<file path="src/rtl/serlink_pkg.sv">
package serlink_pkg;
  localparam int unsigned SL_DATA_W = 8;
  localparam int unsigned SL_LEN_W  = 3;

  typedef enum logic [1:0] {RX_IDLE, RX_START, RX_DATA, RX_STOP} rx_state_e;

  // number of data bits for a length code (code 0 = full byte)
  function automatic logic [3:0] rx_bits(input logic [SL_LEN_W-1:0] len);
    return (len == '0) ? 4'(SL_DATA_W) : {1'b0, len};
  endfunction

  // bits enter at the top of the shifter; move them down to bit 0
  function automatic logic [SL_DATA_W-1:0] rx_align(input logic [SL_DATA_W-1:0] sr,
                                                   input logic [SL_LEN_W-1:0] len);
    return sr >> (4'(SL_DATA_W) - rx_bits(len));
  endfunction
endpackage

</file>
<file path="src/rtl/serlink_sync.sv">
module serlink_sync #(
  parameter int   STAGES  = 2,
  parameter logic RST_VAL = 1'b0
) (
  input  logic clk,
  input  logic rst_n,
  input  logic d,
  output logic q
);
  logic [STAGES-1:0] chain;

  always_ff @(posedge clk or negedge rst_n) begin
    if (!rst_n) chain <= {STAGES{RST_VAL}};
    else        chain <= {chain[STAGES-2:0], d};
  end

  assign q = chain[STAGES-1];
endmodule

</file>
<file path="src/rtl/serlink_tx.sv">
module serlink_tx
  import serlink_pkg::*;
#(
  parameter int DIV_W = 16
) (
  input  logic                 clk,
  input  logic                 rst_n,
  input  logic [DIV_W-1:0]     cfg_div,
  input  logic                 cfg_hs_en,
  input  logic                 cts_ok,
  input  logic                 tx_wr,
  input  logic [SL_DATA_W-1:0] tx_data,
  output logic                 ser_txd,
  output logic                 rts,
  output logic                 hold_vld,
  output logic [SL_DATA_W-1:0] hold_byte,
  output logic                 done_flag,
  output logic                 tx_start,
  output logic                 tx_end
);
  localparam int BL_W = $clog2(SL_DATA_W + 2);

  logic               busy;
  logic [SL_DATA_W:0] sreg;
  logic [DIV_W-1:0]   cnt;
  logic [BL_W-1:0]    bits_left;
  logic               tick;
  logic               accept;

  assign tx_start = hold_vld && !busy && (!cfg_hs_en || cts_ok);
  assign tick     = busy && (cnt == '0);
  assign tx_end   = tick && (bits_left == '0);
  assign accept   = tx_wr && !hold_vld;
  assign rts      = cfg_hs_en && hold_vld;

  always_ff @(posedge clk or negedge rst_n) begin
    if (!rst_n) begin
      hold_vld  <= 1'b0;
      hold_byte <= '0;
      done_flag <= 1'b0;
    end else begin
      if (tx_start) hold_vld <= 1'b0;
      if (accept) begin
        hold_vld  <= 1'b1;
        hold_byte <= tx_data;
        done_flag <= 1'b0;
      end else if (tx_end && !hold_vld) begin
        done_flag <= 1'b1;
      end
    end
  end

  always_ff @(posedge clk or negedge rst_n) begin
    if (!rst_n) begin
      busy      <= 1'b0;
      ser_txd   <= 1'b1;
      sreg      <= '1;
      cnt       <= '0;
      bits_left <= '0;
    end else if (tx_start) begin
      busy      <= 1'b1;
      ser_txd   <= 1'b0;
      sreg      <= {1'b1, hold_byte};
      cnt       <= cfg_div;
      bits_left <= BL_W'(SL_DATA_W + 1);
    end else if (tick) begin
      if (bits_left == '0) begin
        busy <= 1'b0;
      end else begin
        ser_txd   <= sreg[0];
        sreg      <= {1'b1, sreg[SL_DATA_W:1]};
        bits_left <= bits_left - 1'b1;
        cnt       <= cfg_div;
      end
    end else if (busy) begin
      cnt <= cnt - 1'b1;
    end
  end
endmodule

</file>
<file path="src/rtl/serlink_rx.sv">
module serlink_rx
  import serlink_pkg::*;
#(
  parameter int DIV_W = 16
) (
  input  logic                 clk,
  input  logic                 rst_n,
  input  logic [DIV_W-1:0]     cfg_div,
  input  logic [SL_LEN_W-1:0]  cfg_rx_len,
  input  logic                 rxd_s,
  input  logic                 rx_rd,
  output logic [SL_DATA_W-1:0] rx_data,
  output logic                 rx_full,
  output logic                 rx_overrun,
  output logic                 rx_deliver,
  output logic [SL_DATA_W-1:0] rx_word
);
  rx_state_e            state;
  logic                 rxd_d;
  logic [DIV_W-1:0]     cnt;
  logic [3:0]           nb;
  logic [SL_DATA_W-1:0] sreg;
  logic                 tick;

  assign tick       = (state != RX_IDLE) && (cnt == '0);
  assign rx_deliver = tick && (state == RX_STOP);
  assign rx_word    = rx_align(sreg, cfg_rx_len);

  always_ff @(posedge clk or negedge rst_n) begin
    if (!rst_n) begin
      state <= RX_IDLE;
      rxd_d <= 1'b1;
      cnt   <= '0;
      nb    <= '0;
      sreg  <= '0;
    end else begin
      rxd_d <= rxd_s;
      if (state == RX_IDLE) begin
        if (rxd_d && !rxd_s) begin
          state <= RX_START;
          cnt   <= cfg_div >> 1;
        end
      end else if (!tick) begin
        cnt <= cnt - 1'b1;
      end else begin
        cnt <= cfg_div;
        unique case (state)
          RX_START: begin
            nb    <= '0;
            state <= rxd_s ? RX_IDLE : RX_DATA;
          end
          RX_DATA: begin
            sreg <= {rxd_s, sreg[SL_DATA_W-1:1]};
            if (nb == rx_bits(cfg_rx_len) - 4'd1) state <= RX_STOP;
            else                                  nb    <= nb + 4'd1;
          end
          default: state <= RX_IDLE;
        endcase
      end
    end
  end

  always_ff @(posedge clk or negedge rst_n) begin
    if (!rst_n) begin
      rx_data    <= '0;
      rx_full    <= 1'b0;
      rx_overrun <= 1'b0;
    end else if (rx_deliver) begin
      rx_full <= 1'b1;
      if (rx_full && !rx_rd) begin
        rx_overrun <= 1'b1;
      end else begin
        rx_data    <= rx_word;
        rx_overrun <= 1'b0;
      end
    end else if (rx_rd) begin
      rx_full    <= 1'b0;
      rx_overrun <= 1'b0;
    end
  end
endmodule

</file>
<file path="src/rtl/serlink_ctrl.sv">
module serlink_ctrl
  import serlink_pkg::*;
#(
  parameter int DIV_W     = 16,
  parameter int SYNC_STGS = 2
) (
  input  logic                 clk,
  input  logic                 rst_n,
  input  logic [DIV_W-1:0]     cfg_div,
  input  logic                 cfg_hs_en,
  input  logic [SL_LEN_W-1:0]  cfg_rx_len,
  input  logic                 cfg_irq_en,
  input  logic                 tx_wr,
  input  logic [SL_DATA_W-1:0] tx_data,
  output logic                 tx_hold_full,
  input  logic                 rx_rd,
  output logic [SL_DATA_W-1:0] rx_data,
  output logic                 rx_full,
  output logic                 rx_overrun,
  output logic                 ser_txd,
  input  logic                 ser_rxd,
  output logic                 rts,
  input  logic                 cts,
  output logic                 irq_done,
  output logic                 irq_rxfull
);
  logic                 cts_ok;
  logic                 rxd_s;
  logic                 tx_start;
  logic                 tx_end;
  logic                 done_flag;
  logic [SL_DATA_W-1:0] tx_hold_byte;
  logic                 rx_deliver;
  logic [SL_DATA_W-1:0] rx_word;

  serlink_sync #(.STAGES(SYNC_STGS), .RST_VAL(1'b0)) u_cts_sync (
    .clk(clk), .rst_n(rst_n), .d(cts), .q(cts_ok));

  serlink_sync #(.STAGES(SYNC_STGS), .RST_VAL(1'b1)) u_rxd_sync (
    .clk(clk), .rst_n(rst_n), .d(ser_rxd), .q(rxd_s));

  serlink_tx #(.DIV_W(DIV_W)) u_tx (
    .clk(clk), .rst_n(rst_n), .cfg_div(cfg_div), .cfg_hs_en(cfg_hs_en),
    .cts_ok(cts_ok), .tx_wr(tx_wr), .tx_data(tx_data), .ser_txd(ser_txd),
    .rts(rts), .hold_vld(tx_hold_full), .hold_byte(tx_hold_byte),
    .done_flag(done_flag), .tx_start(tx_start), .tx_end(tx_end));

  serlink_rx #(.DIV_W(DIV_W)) u_rx (
    .clk(clk), .rst_n(rst_n), .cfg_div(cfg_div), .cfg_rx_len(cfg_rx_len),
    .rxd_s(rxd_s), .rx_rd(rx_rd), .rx_data(rx_data), .rx_full(rx_full),
    .rx_overrun(rx_overrun), .rx_deliver(rx_deliver), .rx_word(rx_word));

  assign irq_done   = cfg_irq_en && done_flag;
  assign irq_rxfull = cfg_irq_en && rx_full;
endmodule

</file>
<file path="config.mk">
export PLATFORM = sky130hd
export DESIGN_NAME = serlink_ctrl
export DESIGN_NICKNAME = d
export VERILOG_FILES = /design/src/rtl/serlink_pkg.sv /design/src/rtl/serlink_sync.sv /design/src/rtl/serlink_tx.sv /design/src/rtl/serlink_rx.sv /design/src/rtl/serlink_ctrl.sv
export SDC_FILE = /design/constraint.sdc
export NUM_CORES = 1
export LEC_CHECK = 0
export BUFFER_PORTS_ARGS = -buffer_cell sky130_fd_sc_hd__buf_2
export CORE_ASPECT_RATIO = 1.25
export CORE_MARGIN = 4
export CORE_UTILIZATION = 25
export DETAILED_ROUTE_END_ITERATION = 10
export PLACE_DENSITY = 0.49
export SYNTH_ARGS = -nofsm -noshare
export SYNTH_HDL_FRONTEND = slang
export SYNTH_HIERARCHICAL = 1
export SYNTH_SLANG_ARGS = --single-unit
</file>
<file path="constraint.sdc">
create_clock -name clk -period 2.95 [get_ports clk]
set_input_delay 0.7375 -clock clk [delete_from_list [all_inputs] [get_ports clk]]
set_output_delay 0.7375 -clock clk [all_outputs]
set_load 0.01 [all_outputs]
</file>
==> metrics.cfg, run 1 <==
[route]
drc_errors = 0
dr.pass1.iters = 4
via_count = 3956
wl_per_cell_um = 15.4
viasPerCell = 4.85
drt.antenna.violating_nets = 0
routed_wl_um = 12500
drtIter0Drc = 290

[placed_design]
hpwlAfterDp_um = 9090
io_buffer_count = 49
place_congestion = 0.834

[sta]
whs_ns = 0.354
finClkSkew_ns = 0.00876
hold_viol = 0
relSlewSlack_pct = 47.7
rsz0062_at_grt = no
fmaxAchievable_mhz = 392
finalSetupTns_ns = 0
finalCriticalPeriod_ns = 2.55
worstMarginPinSlew_ns = 0.784
fin_crit_sh_pct = 86.5
finalSetupViolCount = 0
slew_viol_final = 0

[worst_hold_path]
hold_start = u_cts_sync/chain[0]
holdPathStages = 0
hold_path.class = reg2reg

[global_route]
track_usage_pct = 11.6
grt_pass1_wl_um = 20400
antenna_found_initial = 0
overflow = 0
grt_max_degree = 47
grt_pass1_vias = 4075

[worst_setup_path]
rrSetupSlack_ns = 0.40
crit_start = u_tx/cnt[0]
crit_slowest_cell = or4_1
r2r_start = u_tx/cnt[0]
worstPathRequired_ns = 3.18
cp_num_cells = 7
crit_buf_inv = 1
crit_path_end_kind = flop
ff2ff_path_depth = 7
path_class = reg2reg
max_stage_delay_ns = 0.59
path_cells = inv_1, ha_1, or3b_1, or4_1, o21ai_2, o21ai_0, o2bb2ai_1
start_kind = flop
cp_max_fo = 9
crit_family = simple AND/OR/NAND/NOR gates
crit_arrival_ns = 2.78

[power_and_ir_drop]
switching_share_pct = 29.4
clkPwrFrac_pct = 37.1
p_leak_nw = 2.54
seq_power_share_pct = 47.0
cellPowerDensity_mw_per_mm2 = 564
switchingPower_w = 0.000957
power_frac_comb_pct = 15.9
p_int_w = 0.00230
irDropWorstVdd_uv = 278

[status]
outcome = finished clean

[cts]
cts.path.max_buffers = 2
cts_setup_buffers = 0
cts-root-buf = clkbuf_16
cts_resized = 0
htree_levels = 3
cts_buffers = 9
clock-sinks = 85
postCtsHoldBufs = 0
clk_pin_slew_ns = 0.07
cts_tree = yes
clk_latency_ns = 0.34

[synthesis]
yosysWarnings = 6
synth.avg_cell_area_sq_um = 9.81
synthCells = 500
syn_nets = 546
synth_area_sq_mm = 0.00491

[cells_and_area]
seq_area_sq_mm = 0.00214
nets = 592
final_util_pct = 29.8
area_growth_pct = 17.7
multiInputGateArea_sq_mm = 0.00256
fill_cells = 2090
drive_gt1_share_pct = 25.2
n_antenna_cell = 0

[die]
die_w_um = 133
core_area_sq_mm = 0.0194
start_util_pct = 25.3
die_area_sq_mm = 0.0219
die_y_um = 165
io_pins = 50
row_count = 57

[flow_run]
maxCapViolations = 0

-- area by class of cell --
cell class              count  area share [%]
flip-flops and latches     85            37.1
inverters                  18            1.17
clock inverters             6            1.28
repair buffers             62            6.20
well taps                 265            5.74
clock buffers              10            4.14
multi-input cells         370            44.4
-- per-layer routing --
layer / vias up / wire (um) / GRT usage, %
met2: 72 / 6550 / 21.3
met4: 0 / 192 / 4.35
met1: 1955 / 5400 / 13.7
met3: 12 / 396 / 1.98
li1: 1917 / - / -
met5: - / 0 / 0
-- path summary, 6_finish.rpt --
kind | end
max in group asynchronous | u_rxd_sync/chain[0]
worst max register to register | u_tx/cnt[11]
worst max-delay path | u_tx/cnt[11]
min in group asynchronous | u_tx/hold_byte[3]
worst min register to register | u_cts_sync/chain[1]
worst min-delay path | u_cts_sync/chain[1]
-- flip-flops by register name, summed over array words and instances (netlist names) --
signal,cells
u_rx/sreg,8
u_tx/sreg,8
u_rx/rx_full,1
u_rx/rx_overrun,1
u_rx/rxd_d,1
u_rxd_sync/chain,2
u_tx/hold_byte,8
u_tx/bits_left,4
u_tx/hold_vld,1
u_tx/ser_txd,1
u_cts_sync/chain,2
u_tx/cnt,16
u_rx/rx_data,8
u_rx/cnt,16
u_rx/nb,4
u_tx/done_flag,1
u_tx/busy,1
u_rx/state,2
-- cell usage in the layout, fill, tap and decap left out, drive strengths merged, types with 6 or more instances in the layout --
cell type and instances:
mux2i 30, or4 8, clkbuf 10, nand2 50, nor4 8, o22ai 6, or3 6, and2 6
inv 22, nor2 30, ha 11, dfrtp 73, xnor2 9, nand3 13, o21ai 45, nor3 17
buf 62, a21oi 21, mux2 29, dfstp 12
-- metrics by stage --
step,worst slack (ns),cells,power [W],area [sq um]
after floorplan,0.348,500,0.00189,4910
after global placement,0.418,800,0.00205,5460
after detailed placement,0.367,800,0.00207,5460
after CTS,0.414,816,0.00330,5770
after global routing,0.235,816,0.00344,5770
final,0.397,816,0.00326,5770
-- power by group through the flow --
stage	clock [W]	combinational (W)	sequential [W]
4_1_cts	0.00125	0.000520	0.00153
3_5_place_dp	0	0.000519	0.00155
5_1_grt	0.00130	0.000581	0.00156
3_3_place_gp	0	0.000503	0.00154
6_report	0.00121	0.000516	0.00153
2_1_floorplan	0	0.000383	0.00151
Note: power is estimated with default switching activity, not from simulation.
==> run 2, diff against run 1 <==
Settings changed: SKIP_CTS_REPAIR_TIMING from default to 1, SYNTH_HIERARCHICAL 1 to default.
==> metrics.cfg, run 2 <==
[status]
outcome = finished clean  ; unchanged

[synthesis]
ys_ff_latch = 85
ys_async_sr_fraction_pct = 100
synth.top_cells.by_count = 73 x dfrtp_1, 43 x nand2_1, 37 x o21ai_0, 30 x nor2_1, 24 x nand3_1
syn_nets = 543  ; was 546
synth_top_area_share_pct = 37.3
synth_largest_area_cell = dfrtp_1
synth.avg_cell_area_sq_um = 9.83  ; was 9.81 sq um
ys_seq_area_share_pct = 43.8
synth_edf_count = 0
yosysWarnings = 0  ; was 6
ys_types = 74
synth_area_sq_mm = 0.00490  ; was 0.00491 sq mm
synth_ff_type = dfrtp_1
netlist_top_cells_area = dfrtp_1 37%, dfstp_2 6.4%, mux2_2 4.6%, mux2i_1 4.1%, o21ai_0 3.8%
yosysMostFrequentCell = dfrtp_1
synthCells = 498  ; was 500

[worst_setup_path]
crit_arrival_ns = 2.73  ; was 2.78 ns
cp_max_fo = 11  ; was 9
path_class = reg2reg  ; unchanged
timing.rr.end = u_rx.cnt[0]  ; was u_tx/cnt[11]
start_kind = flop  ; unchanged
ff2ff_path_depth = 7  ; unchanged
crit_path_end_kind = flop  ; unchanged
rrSetupSlack_ns = 0.48  ; was 0.40 ns
r2r_start = u_rx.cnt[0]  ; was u_tx/cnt[0]
worstPathRequired_ns = 3.21  ; was 3.18 ns

[die]
die_y_um = 164  ; was 165 um
io_pins = 50  ; unchanged
core_area_sq_mm = 0.0190  ; was 0.0194 sq mm
die_area_sq_mm = 0.0219  ; about the same
row_count = 56  ; was 57
start_util_pct = 25.8  ; was 25.3%
die_w_um = 133  ; about the same

[sta]
finalCriticalPeriod_ns = 2.47  ; was 2.55 ns
relSlewSlack_pct = 34.4  ; was 47.7%
fin_crit_sh_pct = 83.7  ; was 86.5%
hold_viol = 0  ; unchanged
finalSetupTns_ns = 0  ; unchanged
rsz0062_at_grt = no  ; unchanged
finClkSkew_ns = 0.00958  ; was 0.00876 ns
finalSetupViolCount = 0  ; unchanged
whs_ns = 0.344  ; was 0.354 ns
slew_viol_final = 0  ; unchanged
worstMarginPinSlew_ns = 0.984  ; was 0.784 ns
fmaxAchievable_mhz = 405  ; was 392 MHz

[global_route]
grt_pass1_wl_um = 20700  ; was 20400 um
overflow = 0  ; unchanged
grt_max_degree = 37  ; was 47
grt_pass1_vias = 3965  ; was 4075
track_usage_pct = 11.7  ; was 11.6%
antenna_found_initial = 0  ; unchanged

[cells_and_area]
postLayoutCellArea_sq_mm = 0.00577  ; about the same
reg.largest.list = u_rx.cnt: 16 flops, u_tx.cnt: 16 flops  ; was u_rx/cnt: 16 flops, u_tx/cnt: 16 flops
fin_cells = 814  ; was 816
n_antenna_cell = 0  ; unchanged
area_growth_pct = 17.8  ; was 17.7%
final_cell_mix = 73 x dfrtp_1, 48 x buf_2, 43 x nand2_1, 37 x o21ai_0, 30 x nor2_1  ; was 73 x dfrtp_1, 50 x nand2_1, 48 x buf_2, 33 x o21ai_0, 30 x mux2i_1
drive_gt1_share_pct = 24.8  ; was 25.2%
final_util_pct = 30.4  ; was 29.8%
layout_commonest_cell = dfrtp_1  ; unchanged
nets = 593  ; was 592

[placed_design]
place_congestion = 0.821  ; was 0.834
io_buffer_count = 49  ; unchanged
place_inst = 798  ; was 800
hpwlAfterDp_um = 9200  ; was 9090 um
postPlaceCellArea_sq_mm = 0.00547  ; was 0.00546 sq mm

[cts]
cts_buffers = 9  ; unchanged
clock-sinks = 85  ; unchanged
cts.path.max_buffers = 2  ; unchanged
clk_pin_slew_ns = 0.07  ; about the same
cts-root-buf = clkbuf_16  ; unchanged
htree_levels = 3  ; unchanged
cts_tree = yes  ; unchanged
clk_latency_ns = 0.35  ; was 0.34 ns

[power_and_ir_drop]
p_leak_nw = 2.35  ; was 2.54 nW
cellPowerDensity_mw_per_mm2 = 658  ; was 564 mW/mm^2
irDropWorstVdd_uv = 254  ; was 278 uV

[route]
drtIter0Drc = 359  ; was 290
drc_errors = 0  ; unchanged
wl_per_cell_um = 15.4  ; about the same
viasPerCell = 4.92  ; was 4.85
routed_wl_um = 12600  ; was 12500 um
drt.antenna.violating_nets = 0  ; unchanged
dr.pass1.iters = 7  ; was 4
via_count = 4005  ; was 3956

[flow_run]
maxCapViolations = 0  ; unchanged

[worst_hold_path]
hold_path.class = in2async  ; was reg2reg

run 2: cell count changes in the layout (fill, tap and decap cells not counted), sizes merged, moves of 6 or more:
cell    previous run  this run
nand3             13        25
mux2              29        20
a22oi              5        11
mux2i             30        20
o211ai             4        12
a211oi             1         7
run 2: critical path: stages, from the launching register on:
cell and delay (ns):
dfrtp_1 0.38, inv_1 0.09, ha_1 0.23, nor3b_2 0.19, and3_1 0.27, a21oi_1 0.82
a22oi_1 0.22, a22oi_1 0.19
run 2: power by group:
| part | total [W] | switching (W) | internal (W) |
|---|---|---|---|
| registers | 0.00176 | 0.000283 | 0.00148 |
| logic | 0.000857 | 0.000452 | 0.000405 |
| clock network | 0.00117 | 0.000510 | 0.000665 |
| total | 0.00379 | 0.00124 | 0.00255 |
run 2: how the worst max path moves through the flow:
| stage | startpoint | cells past startpoint | endpoint |
|---|---|---|---|
| global placement | cfg_rx_len[0] | 9 | u_rx.nb[0] |
| CTS | u_rx.cnt[0] | 7 | u_rx.cnt[0] |
| detailed placement | cfg_rx_len[0] | 9 | u_rx.nb[0] |
| global route | u_rx.cnt[0] | 7 | u_rx.cnt[0] |
| floorplan | cfg_rx_len[0] | 8 | u_rx.nb[0] |
| finish | u_rx.cnt[0] | 7 | u_rx.cnt[0] |
run 2: cells by family after synthesis:
kind of cell,share of synthesized area (%)
and+or+nand+nor,21.1
AOI/OAI and AO/OA,18.0
DFF,43.8
buffers and inverters,4.24
muxes,8.69
adders and majority gates,2.56
xor gates and xnor gates,1.74
run 2: layer usage:
layer	up-vias	track usage (%)	wire length, um
met4	0	4.12	225
met2	89	20.7	6390
met1	1940	14.5	5510
met5	-	0	0
li1	1962	-	-
met3	14	2.04	445
run 2: per-stage QoR:
step | setup WS, ns | power (W)
2_1_floorplan | 0.442 | 0.00237
3_3_place_gp | 0.511 | 0.00263
3_5_place_dp | 0.470 | 0.00265
4_1_cts | 0.504 | 0.00384
5_1_grt | 0.331 | 0.00404
6_report | 0.481 | 0.00379
run 2: layout make-up:
class	count	area [sq um]
Inverter	18	67.6
Fill cell	1981	13200
Multi-Input combinational cell	368	2550
Clock buffer	10	229
Tap cell	261	327
Clock inverter	6	70.1
Timing Repair Buffer	66	388
Sequential cell	85	2140
==> run 3, diff against run 2 <==
Settings changed: PLACE_DENSITY 0.49 to 0.51.
Clock period 2.95 ns to 2.06 ns, I/O delays scaled along.
==> metrics.cfg, run 3 (synthesis results as in run 2) <==
[cts]
htree_levels = 3  ; unchanged
cts.path.max_buffers = 2  ; unchanged
cts_buffers = 9  ; unchanged
cts_tree = yes  ; unchanged
clk_pin_slew_ns = 0.07  ; about the same
clk_latency_ns = 0.34  ; was 0.35 ns
cts-root-buf = clkbuf_16  ; unchanged
clock-sinks = 85  ; unchanged

[route]
drt.antenna.violating_nets = 0  ; unchanged
drc_errors = 0  ; unchanged
viasPerCell = 4.87  ; was 4.92
wl_per_cell_um = 15.3  ; was 15.4 um
routed_wl_um = 13200  ; was 12600 um
drtIter0Drc = 348  ; was 359
dr.pass1.iters = 4  ; was 7
via_count = 4206  ; was 4005

[worst_setup_path]
worstPathRequired_ns = 2.27  ; was 3.21 ns
crit_slowest_cell = dfrtp_1  ; was a21oi_1
crit_path_end_kind = flop  ; unchanged
cp_common_cell = nand4_1  ; was a22oi_1
max_stage_delay_ns = 0.41  ; was 0.82 ns
crit_start = u_tx.cnt[1]  ; was u_rx.cnt[0]
cp_max_fo = 8  ; was 11
path_class = reg2reg  ; unchanged
r2r_start = u_tx.cnt[1]  ; was u_rx.cnt[0]
rrSetupSlack_ns = 0.07  ; was 0.48 ns
path_cells = inv_2, ha_4, nor3b_4, nand4_1, o22ai_4, clkinvlp_4, clkbuf_16, nand4_1, nand3_1  ; was inv_1, ha_1, nor3b_2, and3_1, a21oi_1, a22oi_1, a22oi_1
start_kind = flop  ; unchanged
crit_arrival_ns = 2.20  ; was 2.73 ns

[global_route]
track_usage_pct = 12.4  ; was 11.7%
antenna_found_initial = 0  ; unchanged
grt_pass1_vias = 4371  ; was 3965
grt_max_degree = 40  ; was 37
overflow = 0  ; unchanged
grt_pass1_wl_um = 22100  ; was 20700 um

[power_and_ir_drop]
irDropWorstVdd_uv = 371  ; was 254 uV
cellPowerDensity_mw_per_mm2 = 923  ; was 658 mW/mm^2
p_leak_nw = 2.63  ; was 2.35 nW

[sta]
relSlewSlack_pct = 68.3  ; was 34.4%
finClkSkew_ns = 0.00803  ; was 0.00958 ns
finalSetupViolCount = 0  ; unchanged
fmaxAchievable_mhz = 503  ; was 405 MHz
worstMarginPinSlew_ns = 0.473  ; was 0.984 ns
setup_ws_ns = 0.0717  ; was 0.481 ns
finalCriticalPeriod_ns = 1.99  ; was 2.47 ns
rsz0062_at_grt = yes  ; was no
hold_viol = 0  ; unchanged
whs_ns = 0.116  ; was 0.344 ns
fin_crit_sh_pct = 96.5  ; was 83.7%
slew_viol_final = 0  ; unchanged

[die]
die_area_sq_mm = 0.0219  ; unchanged
die_y_um = 164  ; unchanged
start_util_pct = 25.8  ; unchanged
row_count = 56  ; unchanged
die_w_um = 133  ; unchanged
io_pins = 50  ; unchanged
core_area_sq_mm = 0.0190  ; unchanged

[flow_run]
maxCapViolations = 0  ; unchanged

[cells_and_area]
n_antenna_cell = 0  ; unchanged
reg.largest.list = u_rx.cnt: 16 flops, u_tx.cnt: 16 flops  ; unchanged
area_growth_pct = 29.3  ; was 17.8%
drive_gt1_share_pct = 34.5  ; was 24.8%
layout_commonest_cell = dfrtp_1  ; unchanged
nets = 643  ; was 593
fill_cells = 1952  ; was 1981
final_cell_mix = 73 x dfrtp_1, 63 x buf_4, 48 x buf_2, 42 x nand2_1, 33 x o21ai_0  ; was 73 x dfrtp_1, 48 x buf_2, 43 x nand2_1, 37 x o21ai_0, 30 x nor2_1
final_util_pct = 33.3  ; was 30.4%

[placed_design]
place_ws_ns = -0.0831  ; was 0.470 ns
io_buffer_count = 49  ; unchanged
hpwlAfterDp_um = 9690  ; was 9200 um
place_congestion = 0.847  ; was 0.821

[status]
outcome = finished clean  ; unchanged

[worst_hold_path]
hold_path.class = in2async  ; unchanged

-- run 3: changes by cell type in the layout (fill, tap and decap cells not counted), sizes merged --
cell,delta
buf,+49
clkinvlp,+3
clkinv,-1
inv,-1
-- run 3: area by class of cell --
cell class	count	area, sq um	share of cell area (%)
Multi-Input combinational cell	368	2670	42.1
Sequential cell	85	2140	33.8
Timing Repair Buffer	116	813	12.8
Tap cell	261	327	5.16
Clock buffer	9	225	3.56
Clock inverter	7	82.6	1.30
Inverter	18	73.8	1.17
-- run 3: final timing paths --
| check | to | cells past startpoint |
|---|---|---|
| worst max-delay path | u_tx.cnt[11] | 9 |
| worst min-delay path | u_rx.cnt[0] | 1 |
| worst max register to register | u_tx.cnt[11] | 9 |
| worst min register to register | u_cts_sync.chain[1] | 0 |
| max in group asynchronous | u_tx.sreg[0] | 2 |
| min in group clk | u_rxd_sync.chain[0] | 1 |
-- run 3: power by group --
group	internal (W)	leakage, nW	switching (W)
Clock	0.000958	0.144	0.000758
Combinational	0.000822	1.49	0.000797
Sequential	0.00212	0.995	0.000393
-- run 3: per-layer routing --
layer,track usage [%],share of wire (%),vias up
met5,0,0,-
met4,5.29,2.2,0
met3,2.41,2.7,24
met2,21.4,52,82
met1,15.1,43,2037
li1,-,-,2063
-- run 3: per-stage QoR --
step	cells	setup TNS [ns]	instance area, sq um	power (W)
3_5_place_dp	839	-0.255	5830	0.00393
3_3_place_gp	839	-0.139	5830	0.00388
5_1_grt	864	-0.206	6330	0.00623
4_1_cts	855	-0.216	6130	0.00569
6_report	864	0	6330	0.00585
2_1_floorplan	498	-0.0351	4930	0.00340
-- run 3: worst max-delay path, delay by kind of cell (launching register included) --
kind	cells	cell delay [ns]
and+or+nand+nor	4	0.62
buffers and inverters	3	0.47
DFF	1	0.41
AOI/OAI and AO/OA	1	0.22
adders and majority gates	1	0.13
